<file path="config.mk">
export PLATFORM = sky130hd
export DESIGN_NAME = cc_timer_unit
export DESIGN_NICKNAME = d
export VERILOG_FILES = /design/src/rtl/cct_pkg.sv /design/src/rtl/cct_prescale_counter.sv /design/src/rtl/cct_capture_ch.sv /design/src/rtl/cct_pin_driver.sv /design/src/rtl/cc_timer_unit.sv
export SDC_FILE = /design/constraint.sdc
export NUM_CORES = 1
export LEC_CHECK = 0
export ABC_AREA = 1
export BUFFER_PORTS_ARGS = -buffer_cell sky130_fd_sc_hd__buf_2
export CAP_MARGIN = 15
export CORE_MARGIN = 2
export CORE_UTILIZATION = 47
export CTS_CLUSTER_DIAMETER = 100
export DETAILED_ROUTE_END_ITERATION = 7
export PLACE_DENSITY = 0.67
export SYNTH_ARGS = -nofsm -noshare
export SYNTH_HDL_FRONTEND = slang
export SYNTH_SLANG_ARGS = --single-unit
export TNS_END_PERCENT = 5
</file>
<file path="constraint.sdc">
create_clock -name clk -period 3.25 [get_ports clk]
set_input_delay 0.325 -clock clk [delete_from_list [all_inputs] [get_ports clk]]
set_output_delay 0.325 -clock clk [all_outputs]
set_load 0.03 [all_outputs]
</file>
<file path="src/rtl/cct_pkg.sv">
`timescale 1ns/1ps
package cct_pkg;
   // channel counts: index NCAP-1 / NCMP-1 is the shared channel
   localparam int NCAP = 4;
   localparam int NCMP = 5;
   localparam int NFLG = NCAP + NCMP;  // overflow + 3 capture + 4 compare + shared

   typedef enum logic [1:0] {
      ACT_HOLD   = 2'b00,
      ACT_TOGGLE = 2'b01,
      ACT_LOW    = 2'b10,
      ACT_HIGH   = 2'b11
   } pin_act_e;

   localparam logic [3:0] A_COUNT  = 4'd0;
   localparam logic [3:0] A_OUTCTL = 4'd1;
   localparam logic [3:0] A_MASK   = 4'd2;
   localparam logic [3:0] A_FLAG   = 4'd3;
   localparam logic [3:0] A_MODE   = 4'd4;
   localparam logic [3:0] A_CAP1   = 4'd8;
   localparam logic [3:0] A_CMP1   = 4'd11;
   localparam logic [3:0] A_SHARED = 4'd15;
endpackage

</file>
<file path="src/rtl/cct_prescale_counter.sv">
`timescale 1ns/1ps
module cct_prescale_counter #(
   parameter int CNT_W = 16,
   parameter int PS_W  = 3
) (
   input  logic             clk,
   input  logic             rst_n,
   input  logic [PS_W-1:0]  ps_sel,
   output logic [CNT_W-1:0] count,
   output logic             tick,
   output logic             wrap
);
   localparam int DIV_W = (1 << PS_W) - 1;

   logic [DIV_W-1:0] div_q;
   logic [DIV_W-1:0] div_mask;

   // tick when the low ps_sel bits of the free divider are all ones
   always_comb div_mask = DIV_W'((32'd1 << ps_sel) - 32'd1);
   assign tick = (div_q & div_mask) == div_mask;
   assign wrap = tick && (count == '1);

   always_ff @(posedge clk or negedge rst_n) begin
      if (!rst_n) begin
         div_q <= '0;
         count <= '0;
      end else begin
         div_q <= div_q + DIV_W'(1);
         if (tick) count <= count + CNT_W'(1);
      end
   end
endmodule

</file>
<file path="src/rtl/cct_capture_ch.sv">
`timescale 1ns/1ps
module cct_capture_ch #(
   parameter int SYNC_STAGES = 2
) (
   input  logic       clk,
   input  logic       rst_n,
   input  logic       pin,
   input  logic       active,
   input  logic [1:0] edge_sel,
   output logic       evt
);
   logic [SYNC_STAGES:0] sh_q;
   logic now_v, was_v;

   always_ff @(posedge clk or negedge rst_n) begin
      if (!rst_n) sh_q <= '0;
      else        sh_q <= {sh_q[SYNC_STAGES-1:0], pin};
   end

   assign now_v = sh_q[SYNC_STAGES-1];
   assign was_v = sh_q[SYNC_STAGES];
   assign evt   = active & ((edge_sel[0] & now_v & ~was_v) |
                            (edge_sel[1] & ~now_v & was_v));
endmodule

</file>
<file path="src/rtl/cct_pin_driver.sv">
`timescale 1ns/1ps
module cct_pin_driver
   import cct_pkg::*;
(
   input  logic     clk,
   input  logic     rst_n,
   input  logic     hit,
   input  pin_act_e action,
   output logic     pin
);
   always_ff @(posedge clk or negedge rst_n) begin
      if (!rst_n) pin <= 1'b0;
      else if (hit) begin
         case (action)
            ACT_TOGGLE: pin <= ~pin;
            ACT_LOW:    pin <= 1'b0;
            ACT_HIGH:   pin <= 1'b1;
            default:    pin <= pin;
         endcase
      end
   end
endmodule

</file>
<file path="src/rtl/cc_timer_unit.sv">
`timescale 1ns/1ps
module cc_timer_unit
   import cct_pkg::*;
#(
   parameter int CNT_W       = 16,
   parameter int PS_W        = 3,
   parameter int SYNC_STAGES = 2
) (
   input  logic             clk,
   input  logic             rst_n,
   input  logic [3:0]       addr,
   input  logic             wr_en,
   input  logic [CNT_W-1:0] wr_data,
   output logic [CNT_W-1:0] rd_data,
   input  logic [NCAP-1:0]  cap_in,
   output logic [NCMP-2:0]  cmp_out,
   output logic             irq
);
   localparam int MSK_W = PS_W + NFLG;

   if (CNT_W < 16) begin : g_chk_w
      $error("CNT_W must hold the 16-bit control layout");
   end
   if (PS_W < 1 || PS_W > 4) begin : g_chk_ps
      $error("PS_W out of range");
   end
   if (SYNC_STAGES < 2) begin : g_chk_sync
      $error("SYNC_STAGES must be at least 2");
   end
   if (MSK_W > CNT_W) begin : g_chk_msk
      $error("mask layout wider than data path");
   end

   logic [CNT_W-1:0]            count_w;
   logic                        tick_w, wrap_w;
   logic [15:0]                 outctl_q;
   logic [MSK_W-1:0]            mask_q;
   logic [NFLG-1:0]             flags_q, flg_set, flg_clr;
   logic                        mode_q;
   logic [CNT_W-1:0]            shared_q;
   logic [NCAP-2:0][CNT_W-1:0]  cap_q;
   logic [NCMP-2:0][CNT_W-1:0]  cmp_q;
   logic [NCAP-1:0]             cap_evt;
   logic [NCMP-1:0]             cmp_hit;

   cct_prescale_counter #(.CNT_W(CNT_W), .PS_W(PS_W)) u_base (
      .clk    (clk),
      .rst_n  (rst_n),
      .ps_sel (mask_q[PS_W-1:0]),
      .count  (count_w),
      .tick   (tick_w),
      .wrap   (wrap_w)
   );

   for (genvar i = 0; i < NCAP; i++) begin : g_cap
      logic act;
      if (i == NCAP-1) begin : g_shr
         assign act = ~mode_q;
      end else begin : g_ded
         assign act = 1'b1;
      end
      cct_capture_ch #(.SYNC_STAGES(SYNC_STAGES)) u_cap (
         .clk      (clk),
         .rst_n    (rst_n),
         .pin      (cap_in[i]),
         .active   (act),
         .edge_sel (outctl_q[2*i+1 -: 2]),
         .evt      (cap_evt[i])
      );
   end

   for (genvar j = 0; j < NCMP; j++) begin : g_cmp
      logic [CNT_W-1:0] ref_v;
      logic             act;
      if (j == NCMP-1) begin : g_shr
         assign ref_v = shared_q;
         assign act   = mode_q;
      end else begin : g_ded
         assign ref_v = cmp_q[j];
         assign act   = 1'b1;
      end
      // evaluated only on the tick cycle, so each counter value matches once
      assign cmp_hit[j] = act & tick_w & (count_w == ref_v);
      if (j > 0) begin : g_pin
         cct_pin_driver u_pin (
            .clk    (clk),
            .rst_n  (rst_n),
            .hit    (cmp_hit[j]),
            .action (pin_act_e'(outctl_q[2*j+7 -: 2])),
            .pin    (cmp_out[j-1])
         );
      end
   end

   assign flg_set = {cmp_hit[NCMP-1] | cap_evt[NCAP-1],
                     cmp_hit[NCMP-2:0], cap_evt[NCAP-2:0], wrap_w};
   assign flg_clr = (wr_en && addr == A_FLAG) ? wr_data[PS_W +: NFLG] : '0;
   assign irq     = |(flags_q & mask_q[MSK_W-1:PS_W]);

   always_ff @(posedge clk or negedge rst_n) begin
      if (!rst_n) begin
         outctl_q <= '0;
         mask_q   <= '0;
         mode_q   <= 1'b0;
         flags_q  <= '0;
         shared_q <= '1;
         for (int k = 0; k < NCAP-1; k++) cap_q[k] <= '0;
         for (int k = 0; k < NCMP-1; k++) cmp_q[k] <= '1;
      end else begin
         if (wr_en) begin
            if (addr == A_OUTCTL) outctl_q <= wr_data[15:0];
            if (addr == A_MASK)   mask_q   <= wr_data[MSK_W-1:0];
            if (addr == A_MODE)   mode_q   <= wr_data[0];
            if (addr == A_SHARED) shared_q <= wr_data;
            for (int k = 0; k < NCMP-1; k++)
               if (addr == A_CMP1 + 4'(k)) cmp_q[k] <= wr_data;
         end
         for (int k = 0; k < NCAP-1; k++)
            if (cap_evt[k]) cap_q[k] <= count_w;
         if (cap_evt[NCAP-1]) shared_q <= count_w;  // capture wins over a write
         flags_q <= (flags_q & ~flg_clr) | flg_set;
      end
   end

   always_comb begin
      rd_data = '0;
      case (addr)
         A_COUNT:  rd_data = count_w;
         A_OUTCTL: rd_data = CNT_W'(outctl_q);
         A_MASK:   rd_data = CNT_W'(mask_q);
         A_FLAG:   rd_data = CNT_W'({flags_q, {PS_W{1'b0}}});
         A_MODE:   rd_data = CNT_W'(mode_q);
         A_SHARED: rd_data = shared_q;
         default:  rd_data = '0;
      endcase
      for (int k = 0; k < NCAP-1; k++)
         if (addr == A_CAP1 + 4'(k)) rd_data = cap_q[k];
      for (int k = 0; k < NCMP-1; k++)
         if (addr == A_CMP1 + 4'(k)) rd_data = cmp_q[k];
   end
endmodule

</file>
==> key figures <==
Die
  – Die height: ~150 um
  – Row cnt: 55
  – DIE AREA: 23800 um2
  – Chip width: 154 um
  – # IOs: 48
  – Initial Utilization: 47.4%
  – Core Box Area: approximately 22000 um2

Timing
  – Peak Freq: ~380 MHz
  – Clk_skew: about 17 ps
  – Final setup fails: 0
  – RSZ-0062 raised after global routing: false
  – Period utilization: between 80% and 90%
  – Measured slew at the worst slew-check pin: roughly 870 ps
  – Final hold violations: 0
  – Fin crit period: around 2600 ps
  – Slew Viols, Final: 0
  – Setup WS post-layout: approximately 610 ps
  – Max_slew headroom: between 40% and 50%
  – Setup TNS: 0 ps

Worst setup path
  – Worst Reg-to-Reg Cells: 9
  – Slowest cell delay on critical path: roughly 630 ps
  – Critical-path cell list: nand3_1 > nand3_1 > nor2_1 > nand4_1 > nand2_1 > nand4_1 > buf_2
  – Crit path max fanout: 10
  – Startpoint Class: flop
  – Crit path capture: rd_data[0]
  – Critical Path RT: slightly below 3000 ps
  – Worst reg-to-reg setup slack: 970 ps
  – Critical path's slowest cell: dfrtp_1
  – Crit path from: u_base.count[0]
  – Worst setup EP type: primary output
  – CP arrival: between 2000 and 2500 ps
  – Reg2reg start: u_base.count[8]
  – Crit Path Category: flop to primary output
  – Reg2reg end: g_cmp[3].g_pin.u_pin.pin

Synthesis
  – Syn_nets: ~1400
  – Yosys warnings: 0
  – Yosys top cell by area: dfrtp_1
  – Post-synthesis xor/xnor area fraction: 6.51%
  – Main combinational cell family by area after synthesis: simple AND/OR/NAND/NOR gates
  – Synth area leaders: dfrtp_1 29%, dfstp_2 20%, nand2_1 15%
  – Mapped cell area: ~11000 um2
  – Post-synth EDFFs: 0
  – Mean post-synth cell area: around 8.0 um2
  – Post-synthesis mux area share: 0%
  – Compound-cell area share of the yosys netlist: just over 10%
  – Synth Area in Adders: less than 1%
  – Mapped Cells: 1329
  – Asr flop ratio synth: between 90% and 100%
  – Top post-synthesis cells by count: 414 x nand2_1, 168 x o21ai_0, 125 x dfrtp_1
  – Simple-gate area share of the yosys netlist: roughly 28%
  – Seq/Total Area, Yosys: ~49%
  – Top_reg_cell synth: dfrtp_1
  – Top cell type's share of synthesized area: slightly below 30%
  – Yosys reg bits: 205
  – Count leader, synth: nand2_1
  – Unique cell type count in the Yosys netlist: 33

Power and ir drop
  – PwrDens: 706 nW/um2
  – Pleak: approximately 5.4 nW
  – Worst VDD drop: between 400 and 500 uV

GRT
  – All-layer global routing usage: 28.0%
  – Pin count of the biggest net entering global routing: 96
  – Initial antenna violation count: 0
  – First-pass GRT wire length: about 51 mm
  – Vias in the first global route: about 9000
  – Grt total ovfl: 0

Run
  – Max cap viols: 0

Status
  – Outcome: completed

Place
  – Port buffer count: 47
  – DP Wirelength: around 23 mm
  – Placement Setup Slack: around 920 ps
  – GPL Wtd Cong: approximately 0.95

Route
  – Via density: 5.65
  – DR WL/cell: roughly 20 um
  – Post-route ant nets: 0
  – First-pass iteration count of the detailed router: 6
  – Vias: about 9400
  – Total wire length: approximately 33 mm
  – DRT iter0 DRCs: a little under 1000
  – DRC viols: 0

CTS
  – Clock sinks: between 200 and 250
  – Post-CTS Setup Inserts: 0
  – Clk pin slew, worst setup/hold paths: around 60 ps
  – Post-CTS Resized: 0
  – H-tree levels: 1
  – CTS Root Cell: clkbuf_16
  – CTS Buf Count: 24
  – Skew-Pair Late Insertion Delay: 520 ps
  – CTS tree: done
  – CTS Buffer Depth: 3

Min path
  – HP Class: primary input to flop
  – Hold path depth: 3

Layout
  – Antenna fix cells: 0
  – Nets: about 1400
  – Share of cells above drive strength 1: around 16%
  – Area growth from synthesis to layout: 12.6%
  – Fin util: between 50 and 60%
==> where the power goes <==
group / switching, mW / leakage (nW) / internal, mW
Clock: 1.07 / 0.414 / 1.78
Sequential: 0.615 / 2.44 / 3.19
Combinational: 1.11 / 2.54 / 0.669
==> state kept, by name (all words and copies together), names as in the netlist <==
signal                 flops
g_cap.u_cap.sh_q          12
g_cmp.g_pin.u_pin.pin      4
outctl_q                  16
g_cmp.ref_v               80
u_base.div_q               7
cap_q                     48
flags_q                    9
mask_q                    12
u_base.count              16
g_cmp.act                  1
==> timing repair <==
item	in CTS	in global routing
endpoints found under the hold margin	72	0
hold buffers	5	0
endpoints found under the setup margin	0	0
==> per-stage QoR <==
stage               cells  total power [mW]  hold WS [ps]  area, um2
floorplan            1329              4.92          29.4      10600
CTS                  1661              8.46          67.9      12000
global placement     1612              5.53           332      11100
finish               1661              8.45          73.0      12000
global route         1661              8.87          94.7      12000
detailed placement   1612              5.58           337      11100
==> layer usage <==
| metal | part of all wire, % | track usage (%) |
|---|---|---|
| met1 | 41 | 38.7 |
| met2 | 45 | 43.8 |
| met3 | 9.8 | 4.88 |
| met4 | 4.7 | 11.9 |
| met5 | 0 | 0 |
==> worst max-delay path: cells and delay by family, from the launching register on <==
| family | cells | cell delay, ps |
|---|---|---|
| AND/OR/NAND/NOR | 6 | 940 |
| flip-flops | 1 | 630 |
| buffers and inverters | 1 | 210 |
==> placed cells by master (no fill, tap or decap), drive strengths merged <==
cell type / n
bufinv: 3
a31oi: 4
xnor2: 33
dlygate4sd3: 5
nand3b: 1
a22o: 1
inv: 79
nor4: 2
buf: 68
dfrtp: 125
nand2: 418
clkbuf: 39
o21ai: 170
nor2: 105
ha: 2
a21oi: 9
nor3: 12
clkinv: 6
nand4: 44
a221oi: 2
or2: 16
nand3: 89
dfstp: 80
o221ai: 7
o211ai: 10
xor2: 46
==> layout make-up <==
type	count	area (um2)
fill	2095	10500
sequential	205	5230
multi-input combinational	971	4750
clock buffer	38	734
timing repair buffer	74	484
tap	285	357
inverter	82	308
clock inverter	6	105
==> kinds of logic after synthesis <==
family	Yosys count
xor+xnor	79
flops	205
fa+ha+maj	2
compound gates	203
simple gates	687
buf+inv	153
==> worst min path at each step <==
stage                     slack (ps)                     end              startpoint
final                             70       g_cmp[4].ref_v[5]              wr_data[5]
after global routing              90       g_cmp[4].ref_v[4]              wr_data[4]
after CTS                         70       g_cmp[4].ref_v[5]              wr_data[5]
after detailed placement         340  g_cap[1].u_cap.sh_q[1]  g_cap[1].u_cap.sh_q[0]
after global placement           330  g_cap[0].u_cap.sh_q[1]  g_cap[0].u_cap.sh_q[0]
after floorplan                   30                cap_q[0]                   rst_n
Power figures use the tool's default switching activity.
